### config.mk
export PLATFORM = sky130hd
export DESIGN_NAME = drdy_spi_burst_reader
export DESIGN_NICKNAME = d
export VERILOG_FILES = /design/src/rtl/spi_burst_pkg.sv /design/src/rtl/drdy_edge_detect.sv /design/src/rtl/frame_fifo.sv /design/src/rtl/burst_sequencer.sv /design/src/rtl/drdy_spi_burst_reader.sv
export SDC_FILE = /design/constraint.sdc
export NUM_CORES = 2
export LEC_CHECK = 0
export BUFFER_PORTS_ARGS = -buffer_cell sky130_fd_sc_hd__buf_4
export CAP_MARGIN = 10
export CORE_MARGIN = 2
export CORE_UTILIZATION = 35
export DETAILED_ROUTE_END_ITERATION = 8
export GPL_TIMING_DRIVEN = 0
export PLACE_DENSITY = 0.54
export SLEW_MARGIN = 20
export SYNTH_ARGS = -nofsm -noshare
export SYNTH_HDL_FRONTEND = slang
export SYNTH_SLANG_ARGS = --single-unit
export TNS_END_PERCENT = 50
### constraint.sdc
create_clock -name clk -period 4.28 [get_ports clk]
set_input_delay 0.642 -clock clk [delete_from_list [all_inputs] [get_ports clk]]
set_output_delay 0.642 -clock clk [all_outputs]
set_load 0.02 [all_outputs]
### src/rtl/spi_burst_pkg.sv
package spi_burst_pkg;

    typedef enum logic [2:0] {
        ST_IDLE,
        ST_LEAD,
        ST_HIGH,
        ST_LOW,
        ST_TRAIL,
        ST_PUSH
    } burst_state_e;

endpackage

### src/rtl/drdy_edge_detect.sv
module drdy_edge_detect (
    input  logic clk,
    input  logic rst,
    input  logic drdy,
    output logic fall_evt
);

    typedef struct packed {
        logic meta;
        logic sync;
        logic prev;
    } edge_regs_t;

    edge_regs_t r_d, r_q;

    always_comb begin
        r_d      = r_q;
        r_d.meta = drdy;
        r_d.sync = r_q.meta;
        r_d.prev = r_q.sync;
    end

    always_ff @(posedge clk) begin
        if (rst) begin
            r_q <= '{meta: 1'b1, sync: 1'b1, prev: 1'b1};
        end else begin
            r_q <= r_d;
        end
    end

    assign fall_evt = r_q.prev & ~r_q.sync;

    AST_EVENT_SINGLE: assert property (@(posedge clk) disable iff (rst)
        fall_evt |=> !fall_evt);

endmodule

### src/rtl/frame_fifo.sv
module frame_fifo #(
    parameter int WORD_W = 32,
    parameter int DEPTH  = 64,
    parameter int FRAME_WORDS = 3
) (
    input  logic              clk,
    input  logic              rst,
    input  logic              wr_en,
    input  logic [WORD_W-1:0] wr_data,
    input  logic              rd_en,
    output logic [WORD_W-1:0] rd_data,
    output logic              rd_valid,
    output logic              room_ok
);

    localparam int AW = (DEPTH > 1) ? $clog2(DEPTH) : 1;
    localparam int CW = $clog2(DEPTH + 1);

    typedef struct packed {
        logic [AW-1:0] wptr;
        logic [AW-1:0] rptr;
        logic [CW-1:0] count;
    } fifo_regs_t;

    fifo_regs_t r_d, r_q;
    logic [WORD_W-1:0] mem_q [DEPTH];
    logic do_pop;

    assign do_pop = rd_en && (r_q.count != '0);

    always_comb begin
        r_d = r_q;
        if (wr_en) begin
            r_d.wptr = (r_q.wptr == AW'(DEPTH - 1)) ? '0 : r_q.wptr + 1'b1;
        end
        if (do_pop) begin
            r_d.rptr = (r_q.rptr == AW'(DEPTH - 1)) ? '0 : r_q.rptr + 1'b1;
        end
        case ({wr_en, do_pop})
            2'b10:   r_d.count = r_q.count + 1'b1;
            2'b01:   r_d.count = r_q.count - 1'b1;
            default: r_d.count = r_q.count;
        endcase
    end

    always_ff @(posedge clk) begin
        if (rst) begin
            r_q <= '0;
        end else begin
            r_q <= r_d;
        end
    end

    always_ff @(posedge clk) begin
        if (wr_en) begin
            mem_q[r_q.wptr] <= wr_data;
        end
    end

    assign rd_data  = mem_q[r_q.rptr];
    assign rd_valid = (r_q.count != '0);
    assign room_ok  = (r_q.count <= CW'(DEPTH - FRAME_WORDS));

    AST_NO_OVERFLOW: assert property (@(posedge clk) disable iff (rst)
        wr_en |-> (r_q.count < CW'(DEPTH)));
    AST_EMPTY_READ_IGNORED: assert property (@(posedge clk) disable iff (rst)
        (rd_en && !rd_valid && !wr_en) |=> !rd_valid);
    AST_SAME_CYCLE_KEEPS_COUNT: assert property (@(posedge clk) disable iff (rst)
        (wr_en && rd_en && rd_valid) |=> $stable(r_q.count));

endmodule

### src/rtl/burst_sequencer.sv
module burst_sequencer
    import spi_burst_pkg::*;
#(
    parameter int FRAME_BITS = 96,
    parameter int WORD_W     = 32,
    parameter int DIV_W      = 16
) (
    input  logic              clk,
    input  logic              rst,
    input  logic [DIV_W-1:0]  half_div,
    input  logic              fall_evt,
    input  logic              miso,
    input  logic              room_ok,
    output logic              sclk,
    output logic              csn,
    output logic              wr_en,
    output logic [WORD_W-1:0] wr_data,
    output logic              missed_evt,
    output logic              overflow
);

    localparam int WORDS     = FRAME_BITS / WORD_W;
    localparam int BIT_CNT_W = $clog2(FRAME_BITS + 1);
    localparam int WIDX_W    = (WORDS > 1) ? $clog2(WORDS) : 1;

    typedef struct packed {
        burst_state_e            st;
        logic [DIV_W-1:0]        cnt;
        logic [BIT_CNT_W-1:0]    bits;
        logic [WIDX_W-1:0]       widx;
        logic [FRAME_BITS-1:0]   shreg;
        logic                    sclk;
        logic                    csn;
        logic                    missed;
        logic                    ovf;
    } seq_regs_t;

    seq_regs_t r_d, r_q;
    logic [DIV_W-1:0] last_cnt;
    logic             tick;

    assign last_cnt = (half_div == '0) ? '0 : half_div - 1'b1;
    assign tick     = (r_q.cnt >= last_cnt);

    always_comb begin
        r_d = r_q;
        if (fall_evt && r_q.st != ST_IDLE) begin
            r_d.missed = 1'b1;
        end
        case (r_q.st)
            ST_IDLE: begin
                r_d.cnt = '0;
                if (fall_evt) begin
                    if (room_ok) begin
                        r_d.st   = ST_LEAD;
                        r_d.csn  = 1'b0;
                        r_d.bits = '0;
                    end else begin
                        r_d.ovf = 1'b1;
                    end
                end
            end
            ST_LEAD, ST_LOW: begin
                if (tick) begin
                    r_d.cnt   = '0;
                    r_d.sclk  = 1'b1;
                    r_d.shreg = {r_q.shreg[FRAME_BITS-2:0], miso};
                    r_d.st    = ST_HIGH;
                end else begin
                    r_d.cnt = r_q.cnt + 1'b1;
                end
            end
            ST_HIGH: begin
                if (tick) begin
                    r_d.cnt  = '0;
                    r_d.sclk = 1'b0;
                    r_d.bits = r_q.bits + 1'b1;
                    r_d.st   = (r_q.bits == BIT_CNT_W'(FRAME_BITS - 1)) ? ST_TRAIL : ST_LOW;
                end else begin
                    r_d.cnt = r_q.cnt + 1'b1;
                end
            end
            ST_TRAIL: begin
                if (tick) begin
                    r_d.cnt  = '0;
                    r_d.csn  = 1'b1;
                    r_d.widx = '0;
                    r_d.st   = ST_PUSH;
                end else begin
                    r_d.cnt = r_q.cnt + 1'b1;
                end
            end
            ST_PUSH: begin
                r_d.widx = r_q.widx + 1'b1;
                if (r_q.widx == WIDX_W'(WORDS - 1)) begin
                    r_d.st = ST_IDLE;
                end
            end
            default: r_d.st = ST_IDLE;
        endcase
    end

    always_ff @(posedge clk) begin
        if (rst) begin
            r_q <= '{st: ST_IDLE, cnt: '0, bits: '0, widx: '0, shreg: '0,
                     sclk: 1'b0, csn: 1'b1, missed: 1'b0, ovf: 1'b0};
        end else begin
            r_q <= r_d;
        end
    end

    always_comb begin
        wr_data = '0;
        for (int w = 0; w < WORDS; w++) begin
            if (r_q.widx == WIDX_W'(w)) begin
                wr_data = r_q.shreg[FRAME_BITS-1-w*WORD_W -: WORD_W];
            end
        end
    end

    assign wr_en      = (r_q.st == ST_PUSH);
    assign sclk       = r_q.sclk;
    assign csn        = r_q.csn;
    assign missed_evt = r_q.missed;
    assign overflow   = r_q.ovf;

    AST_SCLK_IDLE_LOW: assert property (@(posedge clk) disable iff (rst)
        csn |-> !sclk);
    AST_FULL_BIT_COUNT: assert property (@(posedge clk) disable iff (rst)
        $rose(csn) |-> (r_q.bits == BIT_CNT_W'(FRAME_BITS)));
    AST_START_ON_EDGE: assert property (@(posedge clk) disable iff (rst)
        $fell(csn) |-> $past(fall_evt));
    AST_MISSED_STICKY: assert property (@(posedge clk) disable iff (rst)
        missed_evt |=> missed_evt);
    AST_OVERFLOW_STICKY: assert property (@(posedge clk) disable iff (rst)
        overflow |=> overflow);
    AST_REFUSED_NO_START: assert property (@(posedge clk) disable iff (rst)
        (fall_evt && !room_ok && r_q.st == ST_IDLE) |=> csn);

endmodule

### src/rtl/drdy_spi_burst_reader.sv
module drdy_spi_burst_reader #(
    parameter int FRAME_BITS = 96,
    parameter int WORD_W     = 32,
    parameter int DIV_W      = 16,
    parameter int FIFO_DEPTH = 64
) (
    input  logic              clk,
    input  logic              rst,
    input  logic [DIV_W-1:0]  half_div,
    input  logic              drdy,
    input  logic              miso,
    output logic              sclk,
    output logic              csn,
    output logic              mosi,
    input  logic              rd_en,
    output logic [WORD_W-1:0] rd_data,
    output logic              rd_valid,
    output logic              missed_evt,
    output logic              overflow
);

    localparam int FRAME_WORDS = FRAME_BITS / WORD_W;

    logic              fall_evt;
    logic              room_ok;
    logic              wr_en;
    logic [WORD_W-1:0] wr_data;

    drdy_edge_detect u_edge (
        .clk      (clk),
        .rst      (rst),
        .drdy     (drdy),
        .fall_evt (fall_evt)
    );

    burst_sequencer #(
        .FRAME_BITS (FRAME_BITS),
        .WORD_W     (WORD_W),
        .DIV_W      (DIV_W)
    ) u_seq (
        .clk        (clk),
        .rst        (rst),
        .half_div   (half_div),
        .fall_evt   (fall_evt),
        .miso       (miso),
        .room_ok    (room_ok),
        .sclk       (sclk),
        .csn        (csn),
        .wr_en      (wr_en),
        .wr_data    (wr_data),
        .missed_evt (missed_evt),
        .overflow   (overflow)
    );

    frame_fifo #(
        .WORD_W      (WORD_W),
        .DEPTH       (FIFO_DEPTH),
        .FRAME_WORDS (FRAME_WORDS)
    ) u_fifo (
        .clk      (clk),
        .rst      (rst),
        .wr_en    (wr_en),
        .wr_data  (wr_data),
        .rd_en    (rd_en),
        .rd_data  (rd_data),
        .rd_valid (rd_valid),
        .room_ok  (room_ok)
    );

    assign mosi = 1'b0;

endmodule

==> results.yml <==
placement:
  place_congestion: 0.847
  dpl.hpwl_um: 165000
  portBuffers: 57
  place_area_um2: 93900
  dp_worst_setup_slack_ns: -0.704
sta:
  setup_ws_ns: -0.0384
  holdWs_ns: 0.125
  period_share_pct: 101
  finalHoldViolCount: 0
  finalSetupViolations: 1
  period_needed_ns: 4.32
  rsz0062_at_grt: "yes"
  slew_headroom_pct: 19.8
  skew_ns: 0.0392
  fmax_ghz: 0.232
  worst_pin_slew_ns: 1.20
  slew_viol_final: 0
floorplan:
  ios: 59
  core.rowCount: 180
  dieArea_um2: 247000
  core-area_um2: 241000
  die_h_um: 497
  die_width_um: 497
  initial_core_util_pct: 35.3
worst_hold_path:
  hold_end: "u_seq.r_q[4]"
  holdPathStages: 3
  min_from: "miso"
  min_path_type: "in -> reg"
cts:
  cts.clk_slew.worst_paths_ns: 0.06
  h-tree-depth: 4
  cts_root_buffer: "clkbuf_16"
  tritoncts: "yes"
  cts.sinks: 2204
  clockBufferDepth: 3
  clkLatencyLatePin_ns: 0.85
  cts-buffers-inserted: 218
  cts_setup_buffers: 0
worst_setup_path:
  reg2reg_from: "u_seq.r_q[125]"
  cp_data_arrival_time_ns: 3.68
  crit_path_end_kind: "primary output"
  reg2reg_depth: 6
  reg2reg_slack_ns: 0.40
  worstSetupStartpointType: "register"
  worst-setup-path-type: "reg -> out"
  worstReg2RegEnd: "u_fifo.mem_q[37][15]"
  cp_max_fo: 10
  crit_required_ns: 3.64
run_status:
  violations: "setup timing"
  status: "finished with violations"
final_layout:
  final_cell_area_um2: 102000
  fill_cells: 20800
  num_antenna_cells: 0
  drive_above_1_share_pct: 30.2
  nets: 4705
  fin_util_pct: 42.5
  area_growth_pct: 20.6
global_route:
  grt_pass1_wl_um: 340000
  grt_use_met1_pct: 26.7
  grt_antenna_before_repair: 6
  grtUsageMet2_pct: 30.8
  grtUsageMet3_pct: 3.39
  grt_start_max_net_pins: 39
  grt_pass1_vias: 44400
  grt_usage_pct: 19.2
  busiest_layer: "met2"
  overflow: 0
detailed_routing:
  drt_iter0_markers: 4980
  wl_per_cell_um: 30.1
  first_pass_iters: 5
  antenna_left: 0
  wl_um: 242000
  drc_errors: 0
  vias: 44300
  routed_via_density: 5.52
synthesis:
  post-synth-top-count-cell: "edfxtp_1"
  ys_types: 64
  ys_ff_latch: 2204
  ys_seq_area_share_pct: 76.0
  synth.area.top_cells: "edfxtp_1 (72%), mux4_2 (14%), dfxtp_1 (3.7%), a22oi_1 (1.3%), mux2i_1 (1.2%)"
  synth-edff-count: 2048
  netlist_instances: 4223
  yosysWarnings: 0
  synth_top_area_share_pct: 72.4
  synth_commonest_cells: "edfxtp_1 (2048), mux4_2 (512), nor2_1 (252)"
  async_flop_share_pct: 0
  syn_avg_cell_area_um2: 20.1
  syn-cell-area_um2: 85000
  synth_flop_cell: "edfxtp_1"
  syn_nets: 4276
  synth_largest_area_cell: "edfxtp_1"
power:
  p_switching_mw: 8.48
  p_leak_nw: 27.0
  power-per-cell-area_nw_per_um2: 415
  power_mw: 42.6
  p_clk_share_pct: 45.0
  combPwrFrac_pct: 0.5
  ir_drop_uv: 394
  switching_share_pct: 19.9
  seq_power_share_pct: 54.5
  p_int_mw: 34.1
run:
  drv_cap: 0
[registers in the layout (all words and copies together) (netlist names), named ones only]
| name | count |
|---|---|
| u_seq.overflow | 1 |
| u_edge.r_d | 2 |
| u_edge.r_q | 1 |
| u_seq.csn | 1 |
| u_fifo.r_q | 19 |
| u_seq.missed_evt | 1 |
| u_seq.r_q | 124 |
| u_fifo.mem_q | 2048 |
| u_seq.sclk | 1 |
[worst max-delay path by stage]
stage / startpoint / end / slack [ns] / cells past startpoint
after detailed placement: register / rd_data[23] / -0.70 / 9
after global placement: u_seq.r_q[101] / u_fifo.mem_q[22][16] / -3.04 / 6
after global routing: register / rd_data[13] / -0.08 / 8
after CTS: register / rd_data[24] / -0.03 / 8
final: register / rd_data[13] / -0.04 / 8
after floorplan: half_div[11] / u_seq.r_q[69] / 0.38 / 16
[routing by layer]
layer | part of all wire [%] | wire length, µm
met2 | 48 | 115000
met3 | 6.8 | 16300
met5 | 0.013 | 32
met4 | 3.4 | 8100
met1 | 42 | 102000
[layout make-up]
class / count / area [µm²] / share of cell area (%)
well taps: 3185 / 3990 / 3.89
inverters: 12 / 45.0 / 0.0439
clock buffers: 282 / 5820 / 5.68
multi-input cells: 1764 / 20900 / 20.4
plain buffers: 239 / 1790 / 1.75
clock inverters: 129 / 1260 / 1.23
repair buffers: 213 / 4090 / 3.99
flip-flops and latches: 2204 / 64600 / 63.1
[timing repair]
action	4_1_cts	5_1_grt
pin swaps	15	2
gates cloned	0	0
hold buffers	1	0
gates resized for setup	463	29
setup endpoints to repair	32	27
endpoints found under the hold margin	1	0
[metrics by stage]
| stage | instances | setup TNS [ns] |
|---|---|---|
| floorplan | 4223 | 0 |
| global placement | 7465 | -6661.37 |
| detailed placement | 7619 | -61.14 |
| CTS | 8027 | -0.102 |
| global route | 8028 | -0.411 |
| finish | 8028 | -0.0384 |
[cell usage in the layout, fill, tap and decap left out, drive strengths merged, types with 7 or more instances in the layout]
master    synthesis  layout
edfxtp         2048    2048
mux4            512     512
clkbuf          118     400
buf             125     333
nor2            252     252
dfxtp           156     156
a22oi           145     145
nand2           142     142
a21oi           121     121
mux2i            98      98
clkinv            0      94
o21ai            79      79
a22o             72      72
nand3            62      62
ha               31      31
nor2b            30      30
nor3             24      24
a221oi           22      22
a31oi            21      21
xor2             20      20
bufinv            0      20
inv              12      20
nand2b           16      16
nand4            11      11
o221ai           11      11
and3             10      10
xnor2             8       8
o211ai            7       7
clkinvlp          0       7
and2              7       7
[worst max-delay path, cell delays in order (launching register included)]
cell	delay (ns)
dfxtp_1	0.37
buf_4	0.36
buf_4	0.32
mux4_2	0.57
a22oi_1	0.26
a21oi_1	0.22
nor2_4	0.29
o221ai_2	0.19
buf_4	0.23
[logic make-up (layout without fill, tap and decap cells)]
group,after synthesis,in the layout,share of synthesized area (%)
flops,2204,2204,76.0
mux,610,610,14.7
simple gates,587,587,3.08
compound gates,506,506,4.04
buf+inv,255,875,1.35
fa+ha+maj,32,32,0.480
xor+xnor,28,28,0.289
other cells,1,1,0.00441
[power groups by stage]
stage,registers [mW],clock network [mW],logic [mW]
after floorplan,23.6,0,0.144
after global placement,23.6,0,0.216
after detailed placement,23.6,0,0.219
after CTS,23.2,19.4,0.221
after global routing,23.2,20.2,0.245
final,23.2,19.2,0.219
No activity file was read; power rests on OpenSTA's default activity.
